**src/rtl/npc_pkg.sv**
```systemverilog
// Package: shared opcode encoding for the next-PC unit.
// Assumes the decoder outside drives exactly these 4-bit codes.
package npc_pkg;

    typedef enum logic [3:0] {
        CT_NONE       = 4'd0,
        CT_JREG       = 4'd1,
        CT_JREGION    = 4'd2,
        CT_JREG_LINK  = 4'd3,
        CT_JRGN_LINK  = 4'd4,
        CT_BR_EQ      = 4'd5,
        CT_BR_NE      = 4'd6,
        CT_BR_GEZ     = 4'd7,
        CT_BR_GTZ     = 4'd8,
        CT_BR_LEZ     = 4'd9,
        CT_BR_LTZ     = 4'd10
    } ct_op_e;

endpackage

```
**src/rtl/npc_target_gen.sv**
```systemverilog
// Module: npc_target_gen
// Forms the three computed targets: sequential (PC+4), PC-relative branch
// target and pseudodirect region target.
// Assumes word-aligned instructions and TGT_W + 2 == REGION_BITS.
module npc_target_gen #(
    parameter int XLEN        = 32,
    parameter int OFF_W       = 16,
    parameter int TGT_W       = 26,
    parameter int REGION_BITS = 28
) (
    input  logic [XLEN-1:0]  pc_i,
    input  logic [OFF_W-1:0] offset_i,
    input  logic [TGT_W-1:0] target_i,
    output logic [XLEN-1:0]  seq_pc_o,
    output logic [XLEN-1:0]  br_tgt_o,
    output logic [XLEN-1:0]  rgn_tgt_o
);
    localparam int              WORD_SHIFT = 2;
    localparam int              EXT_W      = XLEN - OFF_W - WORD_SHIFT;
    localparam logic [XLEN-1:0] INSN_BYTES = XLEN'(4);

    logic [XLEN-1:0] disp;

    // Sequential successor address.
    always_comb seq_pc_o = pc_i + INSN_BYTES;

    // Byte displacement: sign-extend the word offset, then scale by four.
    always_comb disp = {{EXT_W{offset_i[OFF_W-1]}}, offset_i, {WORD_SHIFT{1'b0}}};

    // PC-relative target measured from the sequential address.
    always_comb br_tgt_o = seq_pc_o + disp;

    // Region target: upper bits kept from PC+4, lower bits from the jump field.
    always_comb rgn_tgt_o = {seq_pc_o[XLEN-1:REGION_BITS], target_i, {WORD_SHIFT{1'b0}}};

endmodule

```
**src/rtl/npc_cond_eval.sv**
```systemverilog
// Module: npc_cond_eval
// Decides whether a conditional branch is taken. Equality branches compare
// both operands; zero compares treat rs as two's-complement signed.
// Assumes op_i is a valid code; non-branch codes yield 0.
module npc_cond_eval
    import npc_pkg::*;
#(
    parameter int XLEN = 32
) (
    input  ct_op_e           op_i,
    input  logic [XLEN-1:0]  rs_val_i,
    input  logic [XLEN-1:0]  rt_val_i,
    output logic             is_branch_o,
    output logic             cond_o
);
    logic rs_neg;
    logic rs_zero;
    logic ops_equal;

    // Sign, zero and equality flags of the operands.
    always_comb begin
        rs_neg    = rs_val_i[XLEN-1];
        rs_zero   = (rs_val_i == '0);
        ops_equal = (rs_val_i == rt_val_i);
    end

    // Per-opcode branch condition.
    always_comb begin
        is_branch_o = 1'b1;
        cond_o      = 1'b0;
        unique case (op_i)
            CT_BR_EQ:  cond_o = ops_equal;
            CT_BR_NE:  cond_o = !ops_equal;
            CT_BR_GEZ: cond_o = !rs_neg;
            CT_BR_GTZ: cond_o = !rs_neg && !rs_zero;
            CT_BR_LEZ: cond_o = rs_neg || rs_zero;
            CT_BR_LTZ: cond_o = rs_neg;
            default:   is_branch_o = 1'b0;
        endcase
    end

endmodule

```
**src/rtl/npc_unit.sv**
```systemverilog
// Module: npc_unit (top)
// Selects the next PC from sequential, register, region and branch targets.
// Raises taken, and produces the link-write request for linking jumps.
// An optional PC register (REG_PC = 1) loads next_pc_o on every clock.
// Assumes op_i is stable for the cycle and rst_n is synchronous, active low.
module npc_unit
    import npc_pkg::*;
#(
    parameter int          XLEN        = 32,
    parameter int          OFF_W       = 16,
    parameter int          TGT_W       = 26,
    parameter int          REGION_BITS = 28,
    parameter int          RIDX_W      = 5,
    parameter int          REG_PC      = 1,
    parameter logic [31:0] RESET_PC    = 32'hBFC0_0000
) (
    input  logic              clk,
    input  logic              rst_n,
    input  logic [XLEN-1:0]   pc_i,
    input  logic [3:0]        op_i,
    input  logic [XLEN-1:0]   rs_val_i,
    input  logic [XLEN-1:0]   rt_val_i,
    input  logic [RIDX_W-1:0] rd_i,
    input  logic [OFF_W-1:0]  offset_i,
    input  logic [TGT_W-1:0]  target_i,
    output logic [XLEN-1:0]   next_pc_o,
    output logic              taken_o,
    output logic              link_we_o,
    output logic [RIDX_W-1:0] link_rd_o,
    output logic [XLEN-1:0]   link_val_o,
    output logic [XLEN-1:0]   pc_reg_o
);
    localparam logic [RIDX_W-1:0] LINK_REG = RIDX_W'((1 << RIDX_W) - 1);

    ct_op_e          op;
    logic [XLEN-1:0] seq_pc;
    logic [XLEN-1:0] br_tgt;
    logic [XLEN-1:0] rgn_tgt;
    logic            is_branch;
    logic            br_cond;

    // Interpret the raw opcode bits as the shared enum.
    always_comb op = ct_op_e'(op_i);

    npc_target_gen #(
        .XLEN(XLEN), .OFF_W(OFF_W), .TGT_W(TGT_W), .REGION_BITS(REGION_BITS)
    ) i_tgt (
        .pc_i      (pc_i),
        .offset_i  (offset_i),
        .target_i  (target_i),
        .seq_pc_o  (seq_pc),
        .br_tgt_o  (br_tgt),
        .rgn_tgt_o (rgn_tgt)
    );

    npc_cond_eval #(.XLEN(XLEN)) i_cond (
        .op_i        (op),
        .rs_val_i    (rs_val_i),
        .rt_val_i    (rt_val_i),
        .is_branch_o (is_branch),
        .cond_o      (br_cond)
    );

    // Select the next PC, taken flag and link request per opcode.
    always_comb begin
        next_pc_o  = seq_pc;
        taken_o    = 1'b0;
        link_we_o  = 1'b0;
        link_rd_o  = '0;
        link_val_o = seq_pc;
        unique case (op)
            CT_JREG: begin
                next_pc_o = rs_val_i;
                taken_o   = 1'b1;
            end
            CT_JREGION: begin
                next_pc_o = rgn_tgt;
                taken_o   = 1'b1;
            end
            CT_JREG_LINK: begin
                next_pc_o = rs_val_i;
                taken_o   = 1'b1;
                link_we_o = 1'b1;
                link_rd_o = rd_i;
            end
            CT_JRGN_LINK: begin
                next_pc_o = rgn_tgt;
                taken_o   = 1'b1;
                link_we_o = 1'b1;
                link_rd_o = LINK_REG;
            end
            default: begin
                if (is_branch && br_cond) begin
                    next_pc_o = br_tgt;
                    taken_o   = 1'b1;
                end
            end
        endcase
    end

    // Assertions guarding the selection logic.
    a_r9_idle_seq: assert property (@(posedge clk) disable iff (!rst_n)
        !taken_o |-> (next_pc_o == pc_i + XLEN'(4)));
    a_r8_link_is_jump: assert property (@(posedge clk) disable iff (!rst_n)
        link_we_o |-> (taken_o && !is_branch && link_val_o == pc_i + XLEN'(4)));
    a_r8_rd_zero: assert property (@(posedge clk) disable iff (!rst_n)
        !link_we_o |-> (link_rd_o == '0));
    a_r2_region_nibble: assert property (@(posedge clk) disable iff (!rst_n)
        (op == CT_JREGION) |-> (next_pc_o[XLEN-1:REGION_BITS] == seq_pc[XLEN-1:REGION_BITS]));
    a_r6_eq_taken: assert property (@(posedge clk) disable iff (!rst_n)
        (op == CT_BR_EQ && rs_val_i == rt_val_i) |-> (taken_o && next_pc_o == br_tgt));
    a_r7_ltz_sign: assert property (@(posedge clk) disable iff (!rst_n)
        (op == CT_BR_LTZ) |-> (taken_o == rs_val_i[XLEN-1]));

    // Optional PC register or pass-through.
    generate
        if (REG_PC != 0) begin : g_pc_reg
            logic [XLEN-1:0] pc_q;
            logic            ran_q;

            // Load the selected PC each clock; boot address under reset.
            always_ff @(posedge clk) begin
                if (!rst_n) pc_q <= XLEN'(RESET_PC);
                else        pc_q <= next_pc_o;
            end

            // Marks that at least one cycle has run out of reset.
            always_ff @(posedge clk) begin
                if (!rst_n) ran_q <= 1'b0;
                else        ran_q <= 1'b1;
            end

            always_comb pc_reg_o = pc_q;

            a_r10_pc_follow: assert property (@(posedge clk) disable iff (!rst_n)
                ran_q |-> (pc_reg_o == $past(next_pc_o)));
        end else begin : g_pc_pass
            // No register: the output follows the combinational result.
            always_comb pc_reg_o = next_pc_o;
        end
    endgenerate

endmodule

```
**config.mk**
```make
export PLATFORM = sky130hd
export DESIGN_NAME = npc_unit
export DESIGN_NICKNAME = d
export VERILOG_FILES = /design/src/rtl/npc_pkg.sv /design/src/rtl/npc_target_gen.sv /design/src/rtl/npc_cond_eval.sv /design/src/rtl/npc_unit.sv
export SDC_FILE = /design/constraint.sdc
export NUM_CORES = 1
export LEC_CHECK = 0
export ABC_AREA = 1
export CORE_MARGIN = 5
export CORE_UTILIZATION = 35
export CTS_BUF_LIST = sky130_fd_sc_hd__clkbuf_4 sky130_fd_sc_hd__clkbuf_8
export DETAILED_ROUTE_END_ITERATION = 12
export PLACE_DENSITY = 0.79
export REMOVE_ABC_BUFFERS = 1
export SYNTH_ARGS = -nofsm -noshare
export SYNTH_HDL_FRONTEND = slang
export SYNTH_SLANG_ARGS = --single-unit
export TNS_END_PERCENT = 100
```
**constraint.sdc**
```tcl
create_clock -name clk -period 4.9 [get_ports clk]
set_input_delay 0.98 -clock clk [delete_from_list [all_inputs] [get_ports clk]]
set_output_delay 0.98 -clock clk [all_outputs]
set_load 0.005 [all_outputs]
```
; ---- Yosys cells after proc, flatten, opt, wreduce, memory -nomap -nowiden
; Cells that the tools add are included.
[classes]
n_eq_ne = 11
n_reduce_logical = 12
n_mux = 8
addsub = 2
[ops]
columns = operator, count
row1 = case mux 32 bit (2 select lines), 1
row2 = adder 32 x 3 -> 32 bit (second input constant), 1
row3 = adder 32 bit, 1
row4 = equality test 32 bit, 1
row5 = logical NOT 32 bit, 1
row6 = two-way mux 32 bit, 1
row7 = equality test 4 x 3 -> 1 bit (second input constant), 4
row8 = equality test 4 bit (second input constant), 3
row9 = case mux 5 bit (2 select lines), 1
row10 = equality test 4 x 2 -> 1 bit (second input constant), 2
row11 = case mux 1 bit (6 select lines), 1
row12 = OR reduction 2 bit, 3
row13 = OR reduction 6 bit, 1
row14 = equality test 4 x 1 -> 1 bit (second input constant), 1
row15 = two-way mux 1 bit, 4
row16 = OR reduction 4 bit, 1
row17 = logical NOT 1 bit, 3
row18 = logical AND 1 bit, 2
row19 = logical OR 1 bit, 1
[word_totals]
regBits = 32
inputBits = 149
out_inout_bits = 103

; ---- Longest topological paths before layout
[logic_depth]
ltp_word = 7
ltp_mapped = 24

; ---- By module
; From an unflattened synthesis, not the netlist that was laid out.
[unflattened]
hier_cells = 1086
area_unflattened_um2 = 5839.4
[modules_own_cells]
columns = module, seq_area_each_um2, instances, area_per_inst_um2, cells_each
row1 = npc_target_gen, 0.0, 1, 2940.3, 544
row2 = npc_unit, 640.6, 1, 2219.6, 407
row3 = npc_cond_eval, 0.0, 1, 679.4, 135

; ---- Worst setup path after synthesis
; Ideal clock, no wire load.
[synth_timing]
path_kind = input to output
startpoint = input pc_i[4]
endpoint = output next_pc_o[29]
arrival_ps = 3287
setup_slack_ps = 633
t_required_ps = 3920
stages = 23
path_cell_list = nand2_1 nor2_4 nand2_2 nor2_4 nand2_4 nor2_4 nand3_2 nor2_2 xor2_1 inv_1 ha_1 nand2_1 nor2_1 inv_1 nor4_1 nand2_1 nand2_1 nand2_1 nand2_1 nand2_1 nand2_1 nand2_1 nand2_1
[synth_via]
elab_chain_len = 4
[synth_lines]
columns = item, line_no
row1 = start: declaration, npc_unit.sv:19  ; input logic [XLEN-1:0] pc_i,
row2 = adder 32 x 3 -> 32 bit, npc_target_gen.sv:25  ; always_comb seq_pc_o = pc_i + INSN_BYTES;
row3 = net link_val_o[19], npc_unit.sv:30  ; output logic [XLEN-1:0] link_val_o,
row4 = adder 32 bit, npc_target_gen.sv:31  ; always_comb br_tgt_o = seq_pc_o + disp;
row5 = two-way mux 32 bit, npc_unit.sv:93  ; if (is_branch && br_cond) begin
row6 = case mux 32 bit (2 select lines), npc_unit.sv:71  ; unique case (op)
row7 = end: declaration, npc_unit.sv:26  ; output logic [XLEN-1:0] next_pc_o,
; The timed path passes the listed nets, and every way through them passes these cells.

; ---- Final worst setup path
[layout_timing]
startpoint = input pc_i[7]
endpoint = output next_pc_o[20]
[layout_via]
elab_chain_len = 4
[layout_lines]
columns = item, line_no
row1 = adder 32 x 3 -> 32 bit (*), npc_target_gen.sv:25
row2 = adder 32 bit, npc_target_gen.sv:31
row3 = two-way mux 32 bit (*), npc_unit.sv:93
row4 = case mux 32 bit (2 select lines) (*), npc_unit.sv:71
; Mark *: on every way between the ends. The rest lies on a longest branch, timed or not.

==> reports/qor.txt <==
nature of the critical path endpoint: output pin
GPL Wtd Cong: 0.974
layout cells sized above 1: 35.6%
placed cell count: 1,586
pin count of the biggest net entering global routing: 21
failing checks: setup timing
most frequent cells in the layout: nand2_1 (270), buf_4 (229), clkdlybuf4s50_1 (208)
number of flops mapped to enable cells by yosys: 0
Ports: 252
total gr overflow: 0
H-tree Lvls: 2
fillcell total: 1,267
xor-xnor portion of the synthesized cell area: 9.85%
DP Wirelength: 23,100 um
Layout area overhead: 100%
Core Region: 15,300 um2
Post-Syn Instances: 962
Yosys reg bits: 32
minimum clock period: 4.93 ns
crit path max fanout: 3
routed vias: 8,279
Hold Buf Count CTS: 0
class of the worst hold path: input pin to flop
fin. max-slew vios: 0
RSZ-0062 raised after global routing: yes
critical path type: input pin to output pin
CTS tree: yes
most common flop cell mapped by yosys: dfxtp_1
number of antenna violations at the first check in global routing: 2
Iteration-0 DRC Markers: 597
Pwr per Cell Area: 156 nW/um2
register area share after synthesis: 11.6%
type of origin of the critical path: input pin
Lkg Pwr: 0.00536 uW
Mapped Avg Cell Area: 5.72 um2
area of the mapped netlist: 5500 um2
first-pass GRT wire length: 42,200 um
drt first pass iters: 5
compound-cell area share of the yosys netlist: 11.4%
Critical Path AT: 3.95 ns
final wirelength: 29,500 um
main combinational cell family by area after synthesis: simple AND/OR/NAND/NOR gates
Bufs on Longest Clock Path: 2
Final setup viols: 2
vias in the first global route: 8,152
fin crit share: 101%
maximum VDD drop: 0.000139 V
Post-DRT Antenna Nets: 0
final hold vios: 0
Final Non-Filler Cells: 1,650
Hold Startpoint: pc_i[0]
Max Freq: 203 MHz
DRC viols: 0
most common cell after layout, fill and taps aside: nand2_1
Tot GR Track Use: 29.5%
Yosys cell types: 44
chip width: 135 um
drt wl/cell: 17.9 um
max cap viols: 0
Simple-Gate Fraction of Synth Area: 47.3%
CTS clk-pin slew, worst paths: 0.08 ns
# nets final: 1,618
port bufs: 251
Slew @ Worst Pin: 0.790 ns
CP startpoint: pc_i[7]
Via density: 5.02
Worst Path Required: 3.92 ns
Max-slew headroom: 47.1%
post-synthesis mux area share: 0%
Initial Utilization: 35.9%
final setup margin: -0.0315 ns
max FFs per register: 32
Die Y-Extent: 135 um
Ys Warns: 0
CTS buffer count: 5
clock root buffer: clkbuf_8
worst slack, placed: -0.924 ns
post-route setup TNS: -0.0495 ns
die area: 18,300 um2
Async SR Flop Fraction: 0%
Core Rows: 45
adder-cell share of the synthesized area: 7.64%
CTS sink cnt: 32
outcome: complete, but fails checks
## critical path, cell delays in order
cell,delay (ns)
buf_2,0.13
inv_2,0.07
nor3_4,0.23
nand2_2,0.11
buf_4,0.14
buf_4,0.12
buf_4,0.13
xor2_2,0.17
inv_2,0.08
ha_4,0.16
nand2_1,0.07
nand2_1,0.07
inv_1,0.08
nor2_1,0.06
nor2_2,0.17
nand2_2,0.12
nand2_1,0.10
nand2_1,0.06
nand2_1,0.06
nand2_1,0.09
nand2_1,0.09
nand3_2,0.09
nand2_1,0.08
clkdlybuf4s50_1,0.49
## routing by layer
layer,GRT usage [%],share of wire (%),vias to the layer above
met5,0,0,-
met3,6.61,7.9,105
li1,-,-,4006
met1,34.5,39,3757
met4,14.8,6.2,0
met2,50.4,47,411
## where the power goes
| part | switching [uW] | internal [uW] |
|---|---|---|
| Clock | 120 | 157 |
| Combinational | 555 | 595 |
| Sequential | 7.07 | 286 |
| Total | 682 | 1040 |
## Yosys cell counts (9+ instances only)
master	n	area (um2)
o21ai_0	16	80.1
xor2_1	26	228
nor2_1	104	390
nand3_2	22	220
dfxtp_1	32	641
a22oi_1	22	165
nand2_1	315	1180
ha_1	32	400
nand3_1	70	350
nor3_1	9	45.0
a21oi_1	42	210
inv_1	141	529
xnor2_1	34	298
nand4_1	16	100
## through the flow
step	instance area (um2)	power [uW]	hold WS, ns	utilization, %
6_report	11000	1720	1.30	71.8
5_1_grt	11000	1820	1.32	71.8
4_1_cts	10400	1630	1.29	68.2
3_5_place_dp	9510	1270	1.62	62.1
3_3_place_gp	9510	1260	1.61	62.1
2_1_floorplan	5380	690	1.06	-
## cell families after synthesis
logic type | after synthesis
xor gates and xnor gates | 61
DFF | 32
adders and majority gates | 33
AOI/OAI and AO/OA | 102
and+or+nand+nor | 572
buffers and inverters | 162
## what timing repair did
item / in CTS / in global routing
resized for setup: 216 / 146
cloned: 0 / 1
buffers inserted: 33 / 20
setup endpoints to repair: 27 / 25
pin swaps: 51 / 87
hold endpoints to repair: 0 / 0
## final cells by class
class                           count  area, um2  area share (%)
Antenna cell                        2       5.00          0.0455
Sequential cell                    32        641            5.82
Multi-Input combinational cell    769       5260            47.8
Clock buffer                        6       76.3           0.694
Timing Repair Buffer              482       4170            37.9
Inverter                          146        551            5.00
Clock inverter                      2       35.0           0.318
Tap cell                          211        264            2.40
## final timing paths
| path | slack, ns | end | cells past startpoint |
|---|---|---|---|
| setup / recovery | -0.03 | next_pc_o[20] | 24 |
| hold / removal | 1.30 | pc_reg_o[0]$_SDFF_PN0_ | 3 |
Note: power is estimated with default switching activity, not from simulation.
